<file path="src/rtl/txq_cmd_pkg.sv">
package txq_cmd_pkg;

    localparam int unsigned ENQ_BIT = 0;
    localparam int unsigned MON_BIT = 1;
    localparam int unsigned IRQ_BIT = 6;

    typedef struct packed {
        logic enq;
        logic mon;
        logic strobe;
    } cmd_state_t;

    typedef struct packed {
        logic irq;
    } irq_state_t;

endpackage

</file>
<file path="src/rtl/txq_cmd_bits.sv">
module txq_cmd_bits (
    input  logic clk,
    input  logic rst_n,
    input  logic wr_en,
    input  logic set_enq,
    input  logic set_mon,
    input  logic frame_done,
    output logic enq_bit,
    output logic mon_bit,
    output logic enq_strobe
);
    import txq_cmd_pkg::*;

    cmd_state_t st_d, st_q;

    always_comb begin
        st_d        = st_q;
        st_d.strobe = 1'b0;
        if (st_q.enq) begin
            if (frame_done) st_d.enq = 1'b0;
        end else if (wr_en && set_enq) begin
            st_d.enq    = 1'b1;
            st_d.strobe = 1'b1;
        end
        if (st_q.mon) begin
            if (frame_done) st_d.mon = 1'b0;
        end else if (wr_en && set_mon) begin
            st_d.mon = 1'b1;
        end
    end

    always_ff @(posedge clk or negedge rst_n) begin
        if (!rst_n) st_q <= '0;
        else        st_q <= st_d;
    end

    assign enq_bit    = st_q.enq;
    assign mon_bit    = st_q.mon;
    assign enq_strobe = st_q.strobe;


    strobe_one_cycle_chk: assert property (@(posedge clk) disable iff (!rst_n)
        enq_strobe |=> !enq_strobe);

    strobe_with_bit_chk: assert property (@(posedge clk) disable iff (!rst_n)
        enq_strobe |-> enq_bit);

    enq_hold_chk: assert property (@(posedge clk) disable iff (!rst_n)
        (enq_bit && !frame_done) |=> (enq_bit && !enq_strobe));

    enq_done_clr_chk: assert property (@(posedge clk) disable iff (!rst_n)
        (enq_bit && frame_done) |=> !enq_bit);

    mon_done_clr_chk: assert property (@(posedge clk) disable iff (!rst_n)
        (mon_bit && frame_done) |=> !mon_bit);

    enq_no_spurious_chk: assert property (@(posedge clk) disable iff (!rst_n)
        (!enq_bit && !(wr_en && set_enq)) |=> !enq_bit);

endmodule

</file>
<file path="src/rtl/txq_space_mon.sv">
module txq_space_mon #(
    parameter int unsigned SPACE_W = 13
) (
    input  logic               clk,
    input  logic               rst_n,
    input  logic               req_wr,
    input  logic [SPACE_W-1:0] req_wdata,
    input  logic [SPACE_W-1:0] free_space,
    input  logic               mon_bit,
    output logic               fire
);
    typedef struct packed {
        logic [SPACE_W-1:0] req;
        logic               fired;
    } mon_state_t;

    mon_state_t st_d, st_q;
    logic       room_ok;

    always_comb begin
        room_ok = (free_space >= st_q.req);
        fire    = mon_bit && !st_q.fired && room_ok;
        st_d    = st_q;
        if (req_wr) st_d.req = req_wdata;
        if (!mon_bit)  st_d.fired = 1'b0;
        else if (fire) st_d.fired = 1'b1;
    end

    always_ff @(posedge clk or negedge rst_n) begin
        if (!rst_n) st_q <= '0;
        else        st_q <= st_d;
    end


    one_shot_chk: assert property (@(posedge clk) disable iff (!rst_n)
        (fire && mon_bit) |=> !fire);

    req_load_chk: assert property (@(posedge clk) disable iff (!rst_n)
        req_wr |=> (st_q.req == $past(req_wdata)));

endmodule

</file>
<file path="src/rtl/txq_irq_latch.sv">
module txq_irq_latch (
    input  logic clk,
    input  logic rst_n,
    input  logic set_irq,
    input  logic clr_irq,
    output logic irq
);
    import txq_cmd_pkg::*;

    irq_state_t st_d, st_q;

    always_comb begin
        st_d = st_q;
        if (clr_irq) st_d.irq = 1'b0;
        if (set_irq) st_d.irq = 1'b1;
    end

    always_ff @(posedge clk or negedge rst_n) begin
        if (!rst_n) st_q <= '0;
        else        st_q <= st_d;
    end

    assign irq = st_q.irq;


    irq_sticky_chk: assert property (@(posedge clk) disable iff (!rst_n)
        (irq && !clr_irq) |=> irq);

    irq_set_wins_chk: assert property (@(posedge clk) disable iff (!rst_n)
        set_irq |=> irq);

endmodule

</file>
<file path="src/rtl/txq_cmd_ctrl.sv">
module txq_cmd_ctrl #(
    parameter int unsigned CMD_W   = 16,
    parameter int unsigned SPACE_W = 13
) (
    input  logic               clk,
    input  logic               rst_n,
    input  logic               cmd_wr,
    input  logic [CMD_W-1:0]   cmd_wdata,
    input  logic               req_wr,
    input  logic [SPACE_W-1:0] req_wdata,
    input  logic               stat_wr,
    input  logic [CMD_W-1:0]   stat_wdata,
    input  logic [SPACE_W-1:0] free_space,
    input  logic               frame_done,
    output logic               enq_strobe,
    output logic               mem_avail_irq,
    output logic [CMD_W-1:0]   cmd_rdata
);
    import txq_cmd_pkg::*;

    localparam int unsigned CTRL_BITS = 2;

    logic enq_bit, mon_bit, fire, clr_irq;

    assign clr_irq = stat_wr && stat_wdata[IRQ_BIT];

    txq_cmd_bits u_bits (
        .clk        (clk),
        .rst_n      (rst_n),
        .wr_en      (cmd_wr),
        .set_enq    (cmd_wdata[ENQ_BIT]),
        .set_mon    (cmd_wdata[MON_BIT]),
        .frame_done (frame_done),
        .enq_bit    (enq_bit),
        .mon_bit    (mon_bit),
        .enq_strobe (enq_strobe)
    );

    txq_space_mon #(.SPACE_W(SPACE_W)) u_mon (
        .clk        (clk),
        .rst_n      (rst_n),
        .req_wr     (req_wr),
        .req_wdata  (req_wdata),
        .free_space (free_space),
        .mon_bit    (mon_bit),
        .fire       (fire)
    );

    txq_irq_latch u_irq (
        .clk     (clk),
        .rst_n   (rst_n),
        .set_irq (fire),
        .clr_irq (clr_irq),
        .irq     (mem_avail_irq)
    );

    // read-back: control bits at their positions, reserved bits tied low
    for (genvar b = 0; b < CMD_W; b++) begin : g_rd
        if (b == ENQ_BIT) begin : g_enq
            assign cmd_rdata[b] = enq_bit;
        end else if (b == MON_BIT) begin : g_mon
            assign cmd_rdata[b] = mon_bit;
        end else begin : g_rsvd
            assign cmd_rdata[b] = 1'b0;
        end
    end


    rsvd_zero_chk: assert property (@(posedge clk) disable iff (!rst_n)
        (cmd_wr && (cmd_wdata[CMD_W-1:CTRL_BITS] != '0)) |=> (cmd_rdata[CMD_W-1:CTRL_BITS] == '0));

    other_stat_bits_chk: assert property (@(posedge clk) disable iff (!rst_n)
        (stat_wr && (stat_wdata != '0) && !stat_wdata[IRQ_BIT] && mem_avail_irq) |=> mem_avail_irq);

    irq_rise_cause_chk: assert property (@(posedge clk) disable iff (!rst_n)
        $rose(mem_avail_irq) |-> $past(mon_bit));

    irq_needs_room_chk: assert property (@(posedge clk) disable iff (!rst_n)
        $rose(mem_avail_irq) |-> $past(fire));

endmodule

</file>
<file path="config.mk">
export PLATFORM = sky130hd
export DESIGN_NAME = txq_cmd_ctrl
export DESIGN_NICKNAME = d
export VERILOG_FILES = /design/src/rtl/txq_cmd_pkg.sv /design/src/rtl/txq_cmd_bits.sv /design/src/rtl/txq_space_mon.sv /design/src/rtl/txq_irq_latch.sv /design/src/rtl/txq_cmd_ctrl.sv
export SDC_FILE = /design/constraint.sdc
export NUM_CORES = 1
export LEC_CHECK = 0
export BUFFER_PORTS_ARGS = -buffer_cell sky130_fd_sc_hd__buf_2
export CAP_MARGIN = 20
export CORE_UTILIZATION = 43
export DETAILED_ROUTE_END_ITERATION = 10
export HOLD_SLACK_MARGIN = 0.06
export PLACE_DENSITY = 0.88
export SETUP_SLACK_MARGIN = 0.1
export SLEW_MARGIN = 10
export SYNTH_ARGS = -nofsm -noshare
export SYNTH_HDL_FRONTEND = slang
export SYNTH_HIERARCHICAL = 1
export SYNTH_SLANG_ARGS = --single-unit
</file>
<file path="constraint.sdc">
create_clock -name clk -period 3 [get_ports clk]
set_input_delay 0.6 -clock clk [delete_from_list [all_inputs] [get_ports clk]]
set_output_delay 0.6 -clock clk [all_outputs]
set_load 0.02 [all_outputs]
</file>
**Word level (Yosys, flattened, before mapping)**

Index checks and enable logic that the tools add are counted.

- Divide/modulo/power cells: 0
- Order comparisons: 1
- Equality and inequality tests: 1
- Reductions and logical operators: 7
- Mux-type cells: 10
- Shifts and indexed selects: 0
- Multiply operators: 0
- Bitwise logic cells: 0
- Add/subtract/negate cells: 0

Operators by type and width:

| operator | count |
|---|---|
| >= comparator 13 bit | 1 |
| 2-to-1 mux 1 bit | 10 |
| logical AND 1 bit | 5 |
| != test 2 bit, second input constant | 1 |
| nonzero test 2 bit | 1 |
| logical NOT 1 bit | 1 |

- Bits in read-only memories: 0
- Output and inout bits: 18
- Register bits after elaboration: 18
- Memory bits (writable): 0
- Bits in latches: 0
- Memories kept: 0

**Longest topological paths before layout**

- Depth in word-level cells: 5
- Gate-level depth with buffers: 7
- Mapped depth without buffers: 7

**Modules after synthesis**

Netlist, hierarchy kept.

By module, submodules not included:

| module | area each (um^2) | cells an instance | times used |
|---|---|---|---|
| txq_space_mon | 825.8 | 92 | 1 |
| txq_cmd_ctrl | 130.1 | 18 | 1 |
| txq_cmd_bits | 106.4 | 8 | 1 |
| txq_irq_latch | 36.3 | 3 | 1 |

**Worst setup path after synthesis**

OpenSTA, ideal clock, no wires.

- Kind: in2reg
- Start: in free_space[12]
- End: reg u_irq.st_q (netlist: u_irq/irq)
- Cell stages on the path: 6
- Data arrival time: 1,625 ps
- Path buffers: 0
- Required time: 2,936 ps
- Path slack: 1,311 ps
- Setup time: 64 ps
- Cells stage by stage: ha_1 -> nand4_1 -> nor2_1 -> a41oi_1 -> a311oi_1 -> a21o_1

- Word-level cells in the longest chain between the ends: 3
- Elaborated cells between the ends (all ways): 4

RTL lines:

| what | RTL line | source |
|---|---|---|
| start, declared | txq_cmd_ctrl.sv:13 | `input logic [SPACE_W-1:0] free_space,` |
| >= comparator 13 bit * | txq_space_mon.sv:21 | `room_ok = (free_space >= st_q.req);` |
| logical AND 1 bit * | txq_space_mon.sv:22 | `fire = mon_bit && !st_q.fired && room_ok;` |
| via fire | txq_cmd_ctrl.sv:23 | `logic enq_bit, mon_bit, fire, clr_irq;` |
| 2-to-1 mux 1 bit or nonzero test 2 bit (tied branches) | n/a |  |
| end signal, assigned | txq_irq_latch.sv:20 | `else st_q <= st_d;` |
| end, declared | txq_irq_latch.sv:10 | `irq_state_t st_d, st_q;` |

The timed path passes the listed nets; every way through them passes the cells marked *.
A chain may end at the register's enable or synchronous reset.

**Final worst setup path**

Same ends and word-level chain as after synthesis.

==> results.txt <==
Across all layers, the routed design uses 869 vias. The HPWL after detailed placement is 1.66 mm. The post-layout minimum cycle time is 1630 ps. The finished layout holds 184 standard cells, fillers aside. The startpoint type of the worst setup path is a primary input.

In the finished design, the share of the clock period the worst path needs comes to 54.4%. The critical path is of the primary input to flop type. The gate count after technology mapping came out at 121. Traced cell by cell, the critical path runs through buf_2, ha_1, nand4_1, nor2_1, a41oi_1, a311oi_1, a21o_1. The largest net degree at the start of global routing came out at 26. The count of boundary I/O pins is 82. The floorplan step set the die width to 52.5 µm. For this run, the leading register cell type out of synthesis is dfrtp_1. TritonCTS built the clock tree. Setup repair after global routing left no endpoint under its margin. The total clock sinks is 18. The data arrival time of the critical path is 1870 ps. The number of pins exceeding their max-slew limit in the final report was 0. The die outline height came out at 52.5 µm. The number of antenna violations at the first check in global routing came to 0.

The core region is 2320 µm². The cell family contributing the most delay on the critical path is compound AO/OA/AOI/OAI gates. The initial core utilization came out at 47.4%. The required time of the critical path is 3240 ps. After clock tree synthesis, the clock-pin slew on the worst setup and hold paths is 90 ps. The total of cells resized after clock tree synthesis came out at 0. The area of the die is 2760 µm².

The number of input and output port buffers inserted came out at 38. The count of flip-flops with a built-in enable after synthesis came out at 0. Setup total negative slack on the finished layout was measured at 0 ps. Before antenna repair, the detailed router went through 4 iterations. After routing the design area is 1260 µm². The reg2reg setup slack came out at 1390 ps. No sink is reached through more buffers than the 2 on the longest clock path. The initial DRC count came out at 8.

The run finished with clean final reports. On the worst path, the slowest cell contributes a delay of 300 ps. The wire length of the first global-routing pass came out at 3.04 mm. The number of setup buffers added after CTS is 0. The critical path buffer and inverter count is 1.

In this run the critical register-to-register path is launched from u_mon/st_q[13]. The path depth of the worst reg2reg path came out at 7. For this run, the share of the core covered by cells in the final layout is 54.5%. In the final layout, the share of cells above drive strength 1 is 27.6%. The mean post-synth cell area came out at 9.08 µm². For this design the static power due to leakage is 0.707 nW.

The synthesized design spends more area on one cell type than any other, namely dfrtp_1. STA classifies the critical path endpoint as a flop. The worst register-to-register path ends at u_irq/irq.

Across the run, the number of max-cap violations was 0. The design draws 535 µW. The final-report hold violation count is 0.

The count of synthesis-stage warnings from yosys came out at 6. The total global routing track utilization came out at 16.0%. For this run, the top clock speed supported by timing is 0.613 GHz.

Clock latency on the worst-skew pair, taken at its later pin, is 290 ps. The count of hold-fix buffers inserted at cts is 0. The share of the Yosys chip area taken by registers is 41.0%. TritonCTS created 3 clock buffers.

The post-synth design cell area came out at 1100 µm². In this run the worst hold path is classified as primary input to async pin. The number of nets in the layout came out at 235. The per-cell routed wire length came out at 11.0 µm.

The DRC violation count after routing came out at 0. The weighted congestion at the end of routability-driven global placement is 0.801. The count of placed standard cells including taps came out at 181. For this design, the slowest cell found on the critical path is ha_1. Sorting the synthesized cells by area gives the leading types as dfrtp_1 (41%), ha_1 (15%), buf_4 (11%), o21ai_0 (6.4%), inv_1 (5.8%).

The total overflow reported by the global router is 0. Of all nets on the critical path, the largest fanout is 3. The cell area power density came out at 424 nW/µm². The repair_antennas step left the layout with diodes totalling 0.

The commonest cells after synthesis are dfrtp_1 (18), inv_1 (17), nand2_1 (17), buf_4 (16), o21ai_0 (14). Using the TritonRoute via totals, the vias-per-cell ratio works out to 4.72. The area added between synthesis and finish came out at 14.9%. The count of antenna-violating nets left after detailed routing came out at 0.

At the placement stage, the worst setup path has a slack of 1070 ps. The final critical-path setup slack came out at 1370 ps. The sum of routed wire length over all layers came out at 2.03 mm. Across the routed clock network, the largest skew measured is 6.75 ps. The depth of the CTS H-tree is 1. The count of distinct cell types in the synthesized netlist is 21. After synthesis the netlist holds a flip-flop and latch count of 18. The share of synthesized registers carrying an async set or reset came out at 100%. The maximum vdd drop is 0.249 mV. The setup-violating endpoint count in the final report is 0. By instance count, the leading cell after synthesis is dfrtp_1. The minimum hold slack came out at 213 ps. Summing all placed instances gives a cell area of 1240 µm². The number of placement rows came out at 17. The number of global-route vias before repair is 798.

The area fraction of the dominant cell type after synthesis is 41.0%. The root buffer cell is clkbuf_4.
==> how the worst max path moves through the flow <==
stage / cells after the start / startpoint / slack [ps] / to
5_1_grt: 7 / u_mon/st_q[13] / 1210 / u_irq/irq
4_1_cts: 7 / free_space[12] / 1380 / u_irq/irq
2_1_floorplan: 6 / free_space[12] / 1310 / u_irq/irq
3_5_place_dp: 7 / free_space[12] / 1070 / u_irq/irq
6_report: 7 / free_space[12] / 1370 / u_irq/irq
3_3_place_gp: 7 / free_space[12] / 1090 / u_irq/irq
==> final cells by class <==
class,instances,area [µm²]
well taps,28,35.0
inverters,17,63.8
multi-input cells,80,500
fillers,212,1060
clock buffers,3,22.5
repair buffers,38,190
flip-flops and latches,18,450
==> logic make-up (layout without fill, tap and decap cells) <==
family,after synthesis,in the layout,share of synthesized area [%]
mux,3,3,2.85
compound gates,26,26,13.9
fa+ha+maj,13,13,14.8
other cells,1,14,0.341
simple gates,24,24,9.23
buf+inv,36,58,17.9
flops,18,18,41.0
==> flip-flops by register name, indices dropped and copies added (netlist names) <==
name,flops
u_mon/st_q,14
u_bits/enq_bit,1
u_bits/enq_strobe,1
u_bits/mon_bit,1
u_irq/irq,1
==> metal layers <==
metal | vias up | track usage, % | wire length (µm)
met5 | - | 0 | 0
met4 | 0 | 11.8 | 73
met3 | 7 | 3.48 | 111
met2 | 39 | 28.7 | 1050
met1 | 383 | 15.8 | 790
li1 | 440 | - | -
==> power by group <==
group          switching [mW]  internal (mW)  leakage [nW]  total (mW)
combinational          0.0867         0.0575         0.472       0.144
clock                  0.0673         0.0467        0.0138       0.114
sequential            0.00981          0.267         0.221       0.277
==> layout by cell type, fill, tap and decap left out <==
master	instances
conb_1	14
ha_1	13
o21bai_2	1
and2_1	1
a21o_1	2
buf_2	38
nor3_1	1
nand2_1	17
a41oi_1	2
mux2_2	1
dfrtp_1	18
inv_1	17
o21ai_1	1
nor2_1	2
a21oi_1	5
mux2i_1	2
o21ai_0	14
nand4_1	3
clkbuf_4	3
a311oi_1	1
Power figures use the tool's default switching activity.
